### config.mk
export PLATFORM = sky130hd
export DESIGN_NAME = chg_i2c_target
export DESIGN_NICKNAME = d
export VERILOG_FILES = /design/src/rtl/chg_i2c_pkg.sv /design/src/rtl/i2c_line_sync.sv /design/src/rtl/i2c_target_fsm.sv /design/src/rtl/chg_regfile.sv /design/src/rtl/chg_i2c_target.sv
export SDC_FILE = /design/constraint.sdc
export NUM_CORES = 1
export LEC_CHECK = 0
export ABC_AREA = 1
export ABC_CLOCK_PERIOD_IN_PS = 4870
export BUFFER_PORTS_ARGS = -buffer_cell sky130_fd_sc_hd__buf_2
export CAP_MARGIN = 10
export CELL_PAD_IN_SITES_DETAIL_PLACEMENT = 0
export CELL_PAD_IN_SITES_GLOBAL_PLACEMENT = 1
export CORE_MARGIN = 2
export CORE_UTILIZATION = 52
export DETAILED_ROUTE_END_ITERATION = 8
export PLACE_DENSITY = 0.92
export SLEW_MARGIN = 20
export SYNTH_ARGS = -nofsm -noshare
export SYNTH_HDL_FRONTEND = slang
export SYNTH_SLANG_ARGS = --single-unit
### constraint.sdc
create_clock -name clk -period 4.87 [get_ports clk]
set_input_delay 0.7305 -clock clk [delete_from_list [all_inputs] [get_ports clk]]
set_output_delay 0.7305 -clock clk [all_outputs]
set_load 0.05 [all_outputs]
### src/rtl/chg_i2c_pkg.sv
package chg_i2c_pkg;
  localparam logic [3:0] CHG_KEY    = 4'b1010;
  localparam logic [1:0] DIODE_NONE = 2'b01;
  localparam logic [1:0] DIODE_ONE  = 2'b10;
  localparam int         RES_CODES  = 3;

  typedef enum logic [3:0] {
    ST_IDLE,
    ST_ADDR,
    ST_ADDR_ACK,
    ST_PTR,
    ST_PTR_ACK,
    ST_WR,
    ST_WR_ACK,
    ST_RD,
    ST_RD_ACK,
    ST_RD_NEXT
  } tgt_state_t;

  typedef struct packed {
    logic [3:0] key;
    logic [1:0] diode;
    logic [1:0] res;
  } chg_ctrl_t;
endpackage

### src/rtl/i2c_line_sync.sv
module i2c_line_sync #(
  parameter int STAGES = 2
) (
  input  logic clk,
  input  logic rst,
  input  logic line_i,
  output logic line_s,
  output logic rise,
  output logic fall
);
  logic [STAGES:0] pipe;

  always_ff @(posedge clk) begin
    if (rst) pipe <= '1;
    else     pipe <= {pipe[STAGES-1:0], line_i};
  end

  assign line_s = pipe[STAGES-1];
  assign rise   = pipe[STAGES-1] & ~pipe[STAGES];
  assign fall   = ~pipe[STAGES-1] & pipe[STAGES];
endmodule

### src/rtl/i2c_target_fsm.sv
module i2c_target_fsm
  import chg_i2c_pkg::*;
#(
  parameter logic [6:0] ADDR7    = 7'b1101000,
  parameter int         NUM_REGS = 8,
  parameter int         PW       = 3
) (
  input  logic          clk,
  input  logic          rst,
  input  logic          scl_s,
  input  logic          scl_rise,
  input  logic          scl_fall,
  input  logic          sda_s,
  input  logic          sda_rise,
  input  logic          sda_fall,
  input  logic [7:0]    rd_data,
  output logic          sda_oe,
  output logic [PW-1:0] ptr,
  output logic          wr_en,
  output logic [PW-1:0] wr_addr,
  output logic [7:0]    wr_data
);
  localparam logic [PW-1:0] LAST = PW'(NUM_REGS - 1);

  tgt_state_t    state;
  logic [3:0]    bit_cnt;
  logic [7:0]    sh;
  logic          rw;
  logic          start_cond;
  logic          stop_cond;
  logic [PW-1:0] ptr_next;

  assign start_cond = scl_s & sda_fall;
  assign stop_cond  = scl_s & sda_rise;
  assign ptr_next   = (ptr == LAST) ? '0 : ptr + 1'b1;

  always_ff @(posedge clk) begin
    if (rst) begin
      state   <= ST_IDLE;
      bit_cnt <= '0;
      sh      <= '0;
      rw      <= 1'b0;
      sda_oe  <= 1'b0;
      ptr     <= '0;
      wr_en   <= 1'b0;
      wr_addr <= '0;
      wr_data <= '0;
    end else begin
      wr_en <= 1'b0;
      if (start_cond) begin
        state   <= ST_ADDR;
        bit_cnt <= '0;
        sda_oe  <= 1'b0;
      end else if (stop_cond) begin
        state  <= ST_IDLE;
        sda_oe <= 1'b0;
      end else begin
        case (state)
          ST_ADDR, ST_PTR, ST_WR: begin
            if (scl_rise && bit_cnt != 4'd8) begin
              sh      <= {sh[6:0], sda_s};
              bit_cnt <= bit_cnt + 4'd1;
            end else if (scl_fall && bit_cnt == 4'd8) begin
              bit_cnt <= '0;
              if (state == ST_ADDR) begin
                if (sh[7:1] == ADDR7) begin
                  rw     <= sh[0];
                  sda_oe <= 1'b1;
                  state  <= ST_ADDR_ACK;
                end else begin
                  state <= ST_IDLE;
                end
              end else if (state == ST_PTR) begin
                ptr    <= sh[PW-1:0];
                sda_oe <= 1'b1;
                state  <= ST_PTR_ACK;
              end else begin
                wr_en   <= 1'b1;
                wr_addr <= ptr;
                wr_data <= sh;
                ptr     <= ptr_next;
                sda_oe  <= 1'b1;
                state   <= ST_WR_ACK;
              end
            end
          end
          ST_ADDR_ACK, ST_PTR_ACK, ST_WR_ACK: begin
            if (scl_fall) begin
              sda_oe <= 1'b0;
              if (state == ST_ADDR_ACK && rw) begin
                sh      <= rd_data;
                sda_oe  <= ~rd_data[7];
                bit_cnt <= 4'd1;
                state   <= ST_RD;
              end else if (state == ST_ADDR_ACK) begin
                state <= ST_PTR;
              end else begin
                state <= ST_WR;
              end
            end
          end
          ST_RD: begin
            if (scl_fall) begin
              if (bit_cnt == 4'd8) begin
                sda_oe <= 1'b0;
                state  <= ST_RD_ACK;
              end else begin
                sda_oe  <= ~sh[6];
                sh      <= {sh[6:0], 1'b0};
                bit_cnt <= bit_cnt + 4'd1;
              end
            end
          end
          ST_RD_ACK: begin
            if (scl_rise) begin
              ptr   <= ptr_next;
              state <= sda_s ? ST_IDLE : ST_RD_NEXT;
            end
          end
          ST_RD_NEXT: begin
            if (scl_fall) begin
              sh      <= rd_data;
              sda_oe  <= ~rd_data[7];
              bit_cnt <= 4'd1;
              state   <= ST_RD;
            end
          end
          default: ;
        endcase
      end
    end
  end
endmodule

### src/rtl/chg_regfile.sv
module chg_regfile
  import chg_i2c_pkg::*;
#(
  parameter int NUM_REGS = 8,
  parameter int PW       = 3,
  parameter int CHG_IDX  = 3
) (
  input  logic                 clk,
  input  logic                 rst,
  input  logic                 wr_en,
  input  logic [PW-1:0]        wr_addr,
  input  logic [7:0]           wr_data,
  input  logic [PW-1:0]        rd_addr,
  output logic [7:0]           rd_data,
  output logic                 chg_en,
  output logic                 diode_on,
  output logic [RES_CODES-1:0] res_sel
);
  localparam logic [PW-1:0] CHG_ADDR = PW'(CHG_IDX);

  logic [7:0]    mem [NUM_REGS];
  logic [7:0]    rd_q;
  logic [PW-1:0] rd_addr_q;
  logic [7:0]    chg_reg;
  chg_ctrl_t     fld;
  logic          valid;

  always_ff @(posedge clk) begin
    if (wr_en) mem[wr_addr] <= wr_data;
    rd_q      <= mem[rd_addr];
    rd_addr_q <= rd_addr;
  end

  always_ff @(posedge clk) begin
    if (rst)                                chg_reg <= 8'h00;
    else if (wr_en && wr_addr == CHG_ADDR)  chg_reg <= wr_data;
  end

  assign rd_data = (rd_addr_q == CHG_ADDR) ? chg_reg : rd_q;

  assign fld   = chg_ctrl_t'(chg_reg);
  assign valid = (fld.key == CHG_KEY) &&
                 (fld.diode == DIODE_NONE || fld.diode == DIODE_ONE) &&
                 (fld.res != 2'b00);

  always_ff @(posedge clk) begin
    if (rst) begin
      chg_en   <= 1'b0;
      diode_on <= 1'b0;
    end else begin
      chg_en   <= valid;
      diode_on <= valid && (fld.diode == DIODE_ONE);
    end
  end

  for (genvar g = 0; g < RES_CODES; g++) begin : g_res
    always_ff @(posedge clk) begin
      if (rst) res_sel[g] <= 1'b0;
      else     res_sel[g] <= valid && (fld.res == 2'(g + 1));
    end
  end
endmodule

### src/rtl/chg_i2c_target.sv
module chg_i2c_target
  import chg_i2c_pkg::*;
#(
  parameter logic [6:0] ADDR7    = 7'b1101000,
  parameter int         NUM_REGS = 8,
  parameter int         CHG_IDX  = 3,
  parameter int         SYNC_STG = 2
) (
  input  logic                 clk,
  input  logic                 rst,
  input  logic                 scl_i,
  input  logic                 sda_i,
  output logic                 sda_oe,
  output logic                 chg_en,
  output logic                 diode_on,
  output logic [RES_CODES-1:0] res_sel
);
  localparam int PW = $clog2(NUM_REGS);

  logic          scl_s, scl_rise, scl_fall;
  logic          sda_s, sda_rise, sda_fall;
  logic [PW-1:0] ptr, wr_addr;
  logic          wr_en;
  logic [7:0]    wr_data, rd_data;

  i2c_line_sync #(.STAGES(SYNC_STG)) i_scl_sync (
    .clk(clk), .rst(rst), .line_i(scl_i),
    .line_s(scl_s), .rise(scl_rise), .fall(scl_fall)
  );

  i2c_line_sync #(.STAGES(SYNC_STG)) i_sda_sync (
    .clk(clk), .rst(rst), .line_i(sda_i),
    .line_s(sda_s), .rise(sda_rise), .fall(sda_fall)
  );

  i2c_target_fsm #(.ADDR7(ADDR7), .NUM_REGS(NUM_REGS), .PW(PW)) i_fsm (
    .clk(clk), .rst(rst),
    .scl_s(scl_s), .scl_rise(scl_rise), .scl_fall(scl_fall),
    .sda_s(sda_s), .sda_rise(sda_rise), .sda_fall(sda_fall),
    .rd_data(rd_data), .sda_oe(sda_oe), .ptr(ptr),
    .wr_en(wr_en), .wr_addr(wr_addr), .wr_data(wr_data)
  );

  chg_regfile #(.NUM_REGS(NUM_REGS), .PW(PW), .CHG_IDX(CHG_IDX)) i_regs (
    .clk(clk), .rst(rst),
    .wr_en(wr_en), .wr_addr(wr_addr), .wr_data(wr_data),
    .rd_addr(ptr), .rd_data(rd_data),
    .chg_en(chg_en), .diode_on(diode_on), .res_sel(res_sel)
  );
endmodule

# After elaboration in Yosys (flattened, before gate mapping)
# Memory sizes are Yosys's and may differ from the RTL's. A register that Yosys moved wholly into a read port is not among the register bits.
# Index checks and enable logic that the tools add are counted.
# op_classes
n_reduce_logical,29
n_eq_ne,41
addsub,2
bitwise_logic,19
muxes,52
# ops
op,count
$mux 4,17
$mux 8,7
$pmux 8 s4,1
$reduce_and 7->1,4
$ne 4x1->1 const B,6
$reduce_and 8->1,3
$mux 3,7
$pmux 4 s5,1
$eq 4x3->1 const B,4
$eq 4x4->1 const B,4
$ne 2x1->1 const B,8
$pmux 4 s4,1
$mux 1,14
$not 1->1,13
$logic_and 1x1->1,10
$reduce_and 9->1,1
$reduce_or 3->1,3
$eq 4x2->1 const B,2
$eq 7x7->1 const B,1
$reduce_bool 7->1,1
$reduce_or 7->1,1
$and 1x1->1,6
$eq 2x2->1 const B,3
$eq 3x2->1 const B,2
other kinds (18),23
# totals
output_inout_bits,6
in_bits,4
word_cells,163
memories,1
regBits,55
mem_bits_rw,64
# mem_list
name,depth,word_bits,rd,rd_clocked_by_memory_dff,write_ports,line,text
i_regs.mem,8,8,1,1,1,chg_regfile.sv:21,logic [7:0] mem [NUM_REGS];

# Depth between registers and ports, before layout
# logic_depth
depth_word,8
ltp_mapped,13
ltp_nobuf,13

# By module
# Synthesis repeated with hierarchy kept, for this count alone.
# unflattened
cells_unflattened,731
area_unflattened_um2,5891.9
# modules_own_cells
mod,cells_per_inst,instances,seq_area_each_um2,area_per_inst_um2
chg_regfile,386,1,2402.3,3683.5
i2c_target_fsm,319,1,660.6,2013.2
i2c_line_sync,13,2,60.1,97.6

# Worst setup path after synthesis
# No wires, ideal clock.
# synth_path
path_type,flip-flop to flip-flop
startpoint,register i_fsm.wr_addr[1]
endpoint,register i_regs.chg_reg[2]
period_less_slack_ns,1.619
path_stages_with_launch,9
setup_ns,0.128
n_path_buf,1
path_slack_ns,3.251
required_time_ns,4.742
t_arrival_ns,1.491
path_cell_list,dfxtp_1 inv_1 nor2_1 inv_1 nor2_1 inv_1 clkbuf_1 o21ai_0 a21oi_1
# synth_via
elab_chain_len,2
# synth_lines
element,line,text
from (decl),i2c_target_fsm.sv:20,"output logic [PW-1:0] wr_addr,"
from (signal assigned),i2c_target_fsm.sv:79,wr_addr <= ptr;
$eq 3x2->1,chg_regfile.sv:36,else if (wr_en && wr_addr == CHG_ADDR) chg_reg <= wr_data;
$logic_and 1x1->1,chg_regfile.sv:36,
to (signal assigned),chg_regfile.sv:36,
to (decl),chg_regfile.sv:24,logic [7:0] chg_reg;
# Every way passes these cells.
# A chain may end at the register's enable or synchronous reset.

# Worst setup path after layout
# layout_path
startpoint,register i_fsm.state[3]
endpoint,register i_fsm.bit_cnt[3]
# layout_via
elab_chain_len,4
word_cells_on_any_way,20
cone_classes,eq/ne (14); mux (1); reduce/logical (5)
# layout_lines
element,line,text
from (decl),i2c_target_fsm.sv:25,tgt_state_t state;
from (signal assigned),i2c_target_fsm.sv:117,state <= sda_s ? ST_IDLE : ST_RD_NEXT;
"$eq 4x3->1, or another cell as far along",i2c_target_fsm.sv:58,case (state)
$reduce_or 3->1 / $logic_and 1x1->1 (equally long branches),"i2c_target_fsm.sv:58, i2c_target_fsm.sv:90",
"$ne 3x1->1 (no line), or another cell as far along",--,
$reduce_and 8->1 (no line),--,
to (signal assigned),i2c_target_fsm.sv:62,bit_cnt <= bit_cnt + 4'd1;
to (signal assigned),i2c_target_fsm.sv:110,bit_cnt <= bit_cnt + 4'd1;
to (decl),i2c_target_fsm.sv:26,logic [3:0] bit_cnt;
# Several ways; a longest one is shown, not always the timed one.

==> reports/qor.yml <==
status: "finished clean"
grt_pass1_vias: 3907
tns_ns: 0
fill_cells: 872
maxSlewViolCount: 0
hp-class: "input port to flip-flop"
synthToLayoutAreaGrowth_pct: 13.6
cts.repair.resized: 0
cts.sinks: 127
whs_ns: 0.389
wl_per_cell_um: 15.5
synth_cell_types: 31
h-tree-depth: 4
gp_congestion: 0.886
top_usage_layer: "met2"
peakVddDrop_uv: 273
via_count: 4085
worstPathCellList: "inv_2 > nor2_2 > nand2_2 > nand2_2 > nor2_4 > a21boi_2 > nand2_1 > nand2_1 > a21oi_1"
syn-cell-area_um2: 5370
routed_wl_mm: 11.8
synth_fp_nets: 615
synth.avg_cell_area_um2: 8.86
powerDensity_nw_per_um2: 578
cts_made_buffers: 17
preCtsSetupSlack_ns: 2.58
cts-root-buf: "clkbuf_8"
whs_path_depth: 2
cp-startpoint: "i_fsm.state[3]$_SDFFE_PP0P_"
end_kind: "flip-flop"
cts_buffer_depth: 2
syn_inst: 606
cts_tree: "done"
regMostFlops: "i_regs.mem"
grt_pass1_wl_mm: 18.8
tightest_slew_ns: 0.968
via_per_inst: 5.36
pin_count: 10
critical_path.max_stage_delay_ns: 0.67
cap_violations: 0
final-seq-area_um2: 3180
total_leakage_power_nw: 2.26
postLayoutCellArea_um2: 6100
setup_violations: 0
overflow: 0
yosysTopAreaCell: "edfxtp_1"
cp_max_fo: 21
p_total_mw: 3.53
timing.fmax_ghz: 0.461
r2r-start: "i_fsm.state[3]$_SDFFE_PP0P_"
drc_errors: 0
setup.worst_path.start_class: "flip-flop"
dpl-instance-area_um2: 5490
use_met1_pct: 26.8
largest_reg_flops: 64
yosysWarnings: 0
clk_latency_ns: 0.52
r2r_cells: 9
rows: 37
grtUsageTotal_pct: 22.1
relSlewSlack_pct: 35.4
crit_type: "flip-flop to flip-flop"
yosysTopAreaCellShare_pct: 35.8
hp-start: "scl_i"
drtIter0Drc: 314
place_inst: 730
firstDrtPassIters: 8
layout_setup_ws_ns: 2.70
start_util_pct: 52.7
nets: 622
place_hpwl_mm: 7.65
rsz0062_at_grt: "no"
grt_max_degree: 37
yosysSeqAreaShare_pct: 59.3
clock_skew_ns: 0.00814
clk_pin_slew_worst_paths_ns: 0.06
min_period_ns: 2.17
synth_top_cells_by_area: "edfxtp_1, dfxtp_1, nor2_1"
io_buffers: 9
drive_gt1_share_pct: 10.1
slowest_stage: "a21boi_2"
core_area_um2: 10200
post_cts_buffers: 0
multi_input_area_um2: 1890
arrival_ns: 2.59
cts_hold_buf: 0
final_cells: 762
hold_violations: 0
final_cell_mix: "nor2_1, nand2_1, o21ai_0"
n_antenna_cell: 0
die_area_um2: 11100
final_common_cell: "nor2_1"
die_w_um: 106
grt_use_met3_pct: 6.62
post-route-period-util_pct: 44.6
postLayoutCoreUtil_pct: 59.9
final_antenna_net_count: 0
antenna_found_initial: 0
die_h_um: 106
ys_seq_elements: 127
use_met2_pct: 37.2
cp.required_ns: 5.29
==> worst max-delay path, delay by kind of cell, from the launching register on <==
kind,cells,cell delay [ns]
AND/OR/NAND/NOR,6,0.87
AO/OA/AOI/OAI,2,0.73
flip-flops,1,0.39
buffers and inverters,1,0.08
==> where the power goes <==
group / internal (mW) / switching (mW) / leakage [nW]
registers: 1.22 / 0.0798 / 0.974
clock network: 0.758 / 0.485 / 0.290
logic: 0.314 / 0.673 / 0.993
==> layer usage <==
layer,part of all wire [%],up-vias
met5,0,-
met4,1.9,0
met3,4.9,23
met2,50,110
met1,43,1912
li1,-,2040
==> Yosys cell counts <==
cell type and n:
nor3_1 5, nor4_1 1, nand3_2 2, ha_1 5, or2_2 6, o21ai_1 2
clkinv_1 1, nand2_1 99, o22ai_1 8, clkbuf_1 17, buf_4 2, nand4_1 2
o21ai_0 75, nand3b_1 8, a31oi_1 9, nor2_4 2, o21a_1 1, inv_2 3
buf_1 1, xnor2_1 1, buf_2 2, buf_6 1, edfxtp_1 64, nor2_2 3
inv_1 47, a21boi_2 1, a21oi_1 37, nor2_1 118, dfxtp_1 63, nand3_1 17
nand2_2 3
==> kinds of logic after synthesis <==
family,Yosys count,share of synthesized area (%)
adders and majority gates,5,1.17
buffers and inverters,74,5.50
AOI/OAI and AO/OA,133,13.0
xor gates and xnor gates,1,0.163
DFF,127,59.3
and+or+nand+nor,266,20.9
==> final cells by class <==
type,instances,share of cell area (%)
sequential,127,52.2
multi-input combinational,405,31.0
clock buffer,22,8.49
inverter,51,3.14
tap,136,2.79
clock inverter,10,1.40
timing repair buffer,11,0.985
==> final timing paths <==
| kind | end | slack (ns) |
|---|---|---|
| worst min-delay path | i_scl_sync.pipe[0]$_SDFF_PP1_ | 0.39 |
| worst max register to register | i_fsm.bit_cnt[3]$_SDFFE_PP0P_ | 2.70 |
| worst max-delay path | i_fsm.bit_cnt[3]$_SDFFE_PP0P_ | 2.70 |
| worst min register to register | i_regs.rd_addr_q[2]$_DFF_P_ | 0.40 |
No activity file was read; power rests on OpenSTA's default activity.
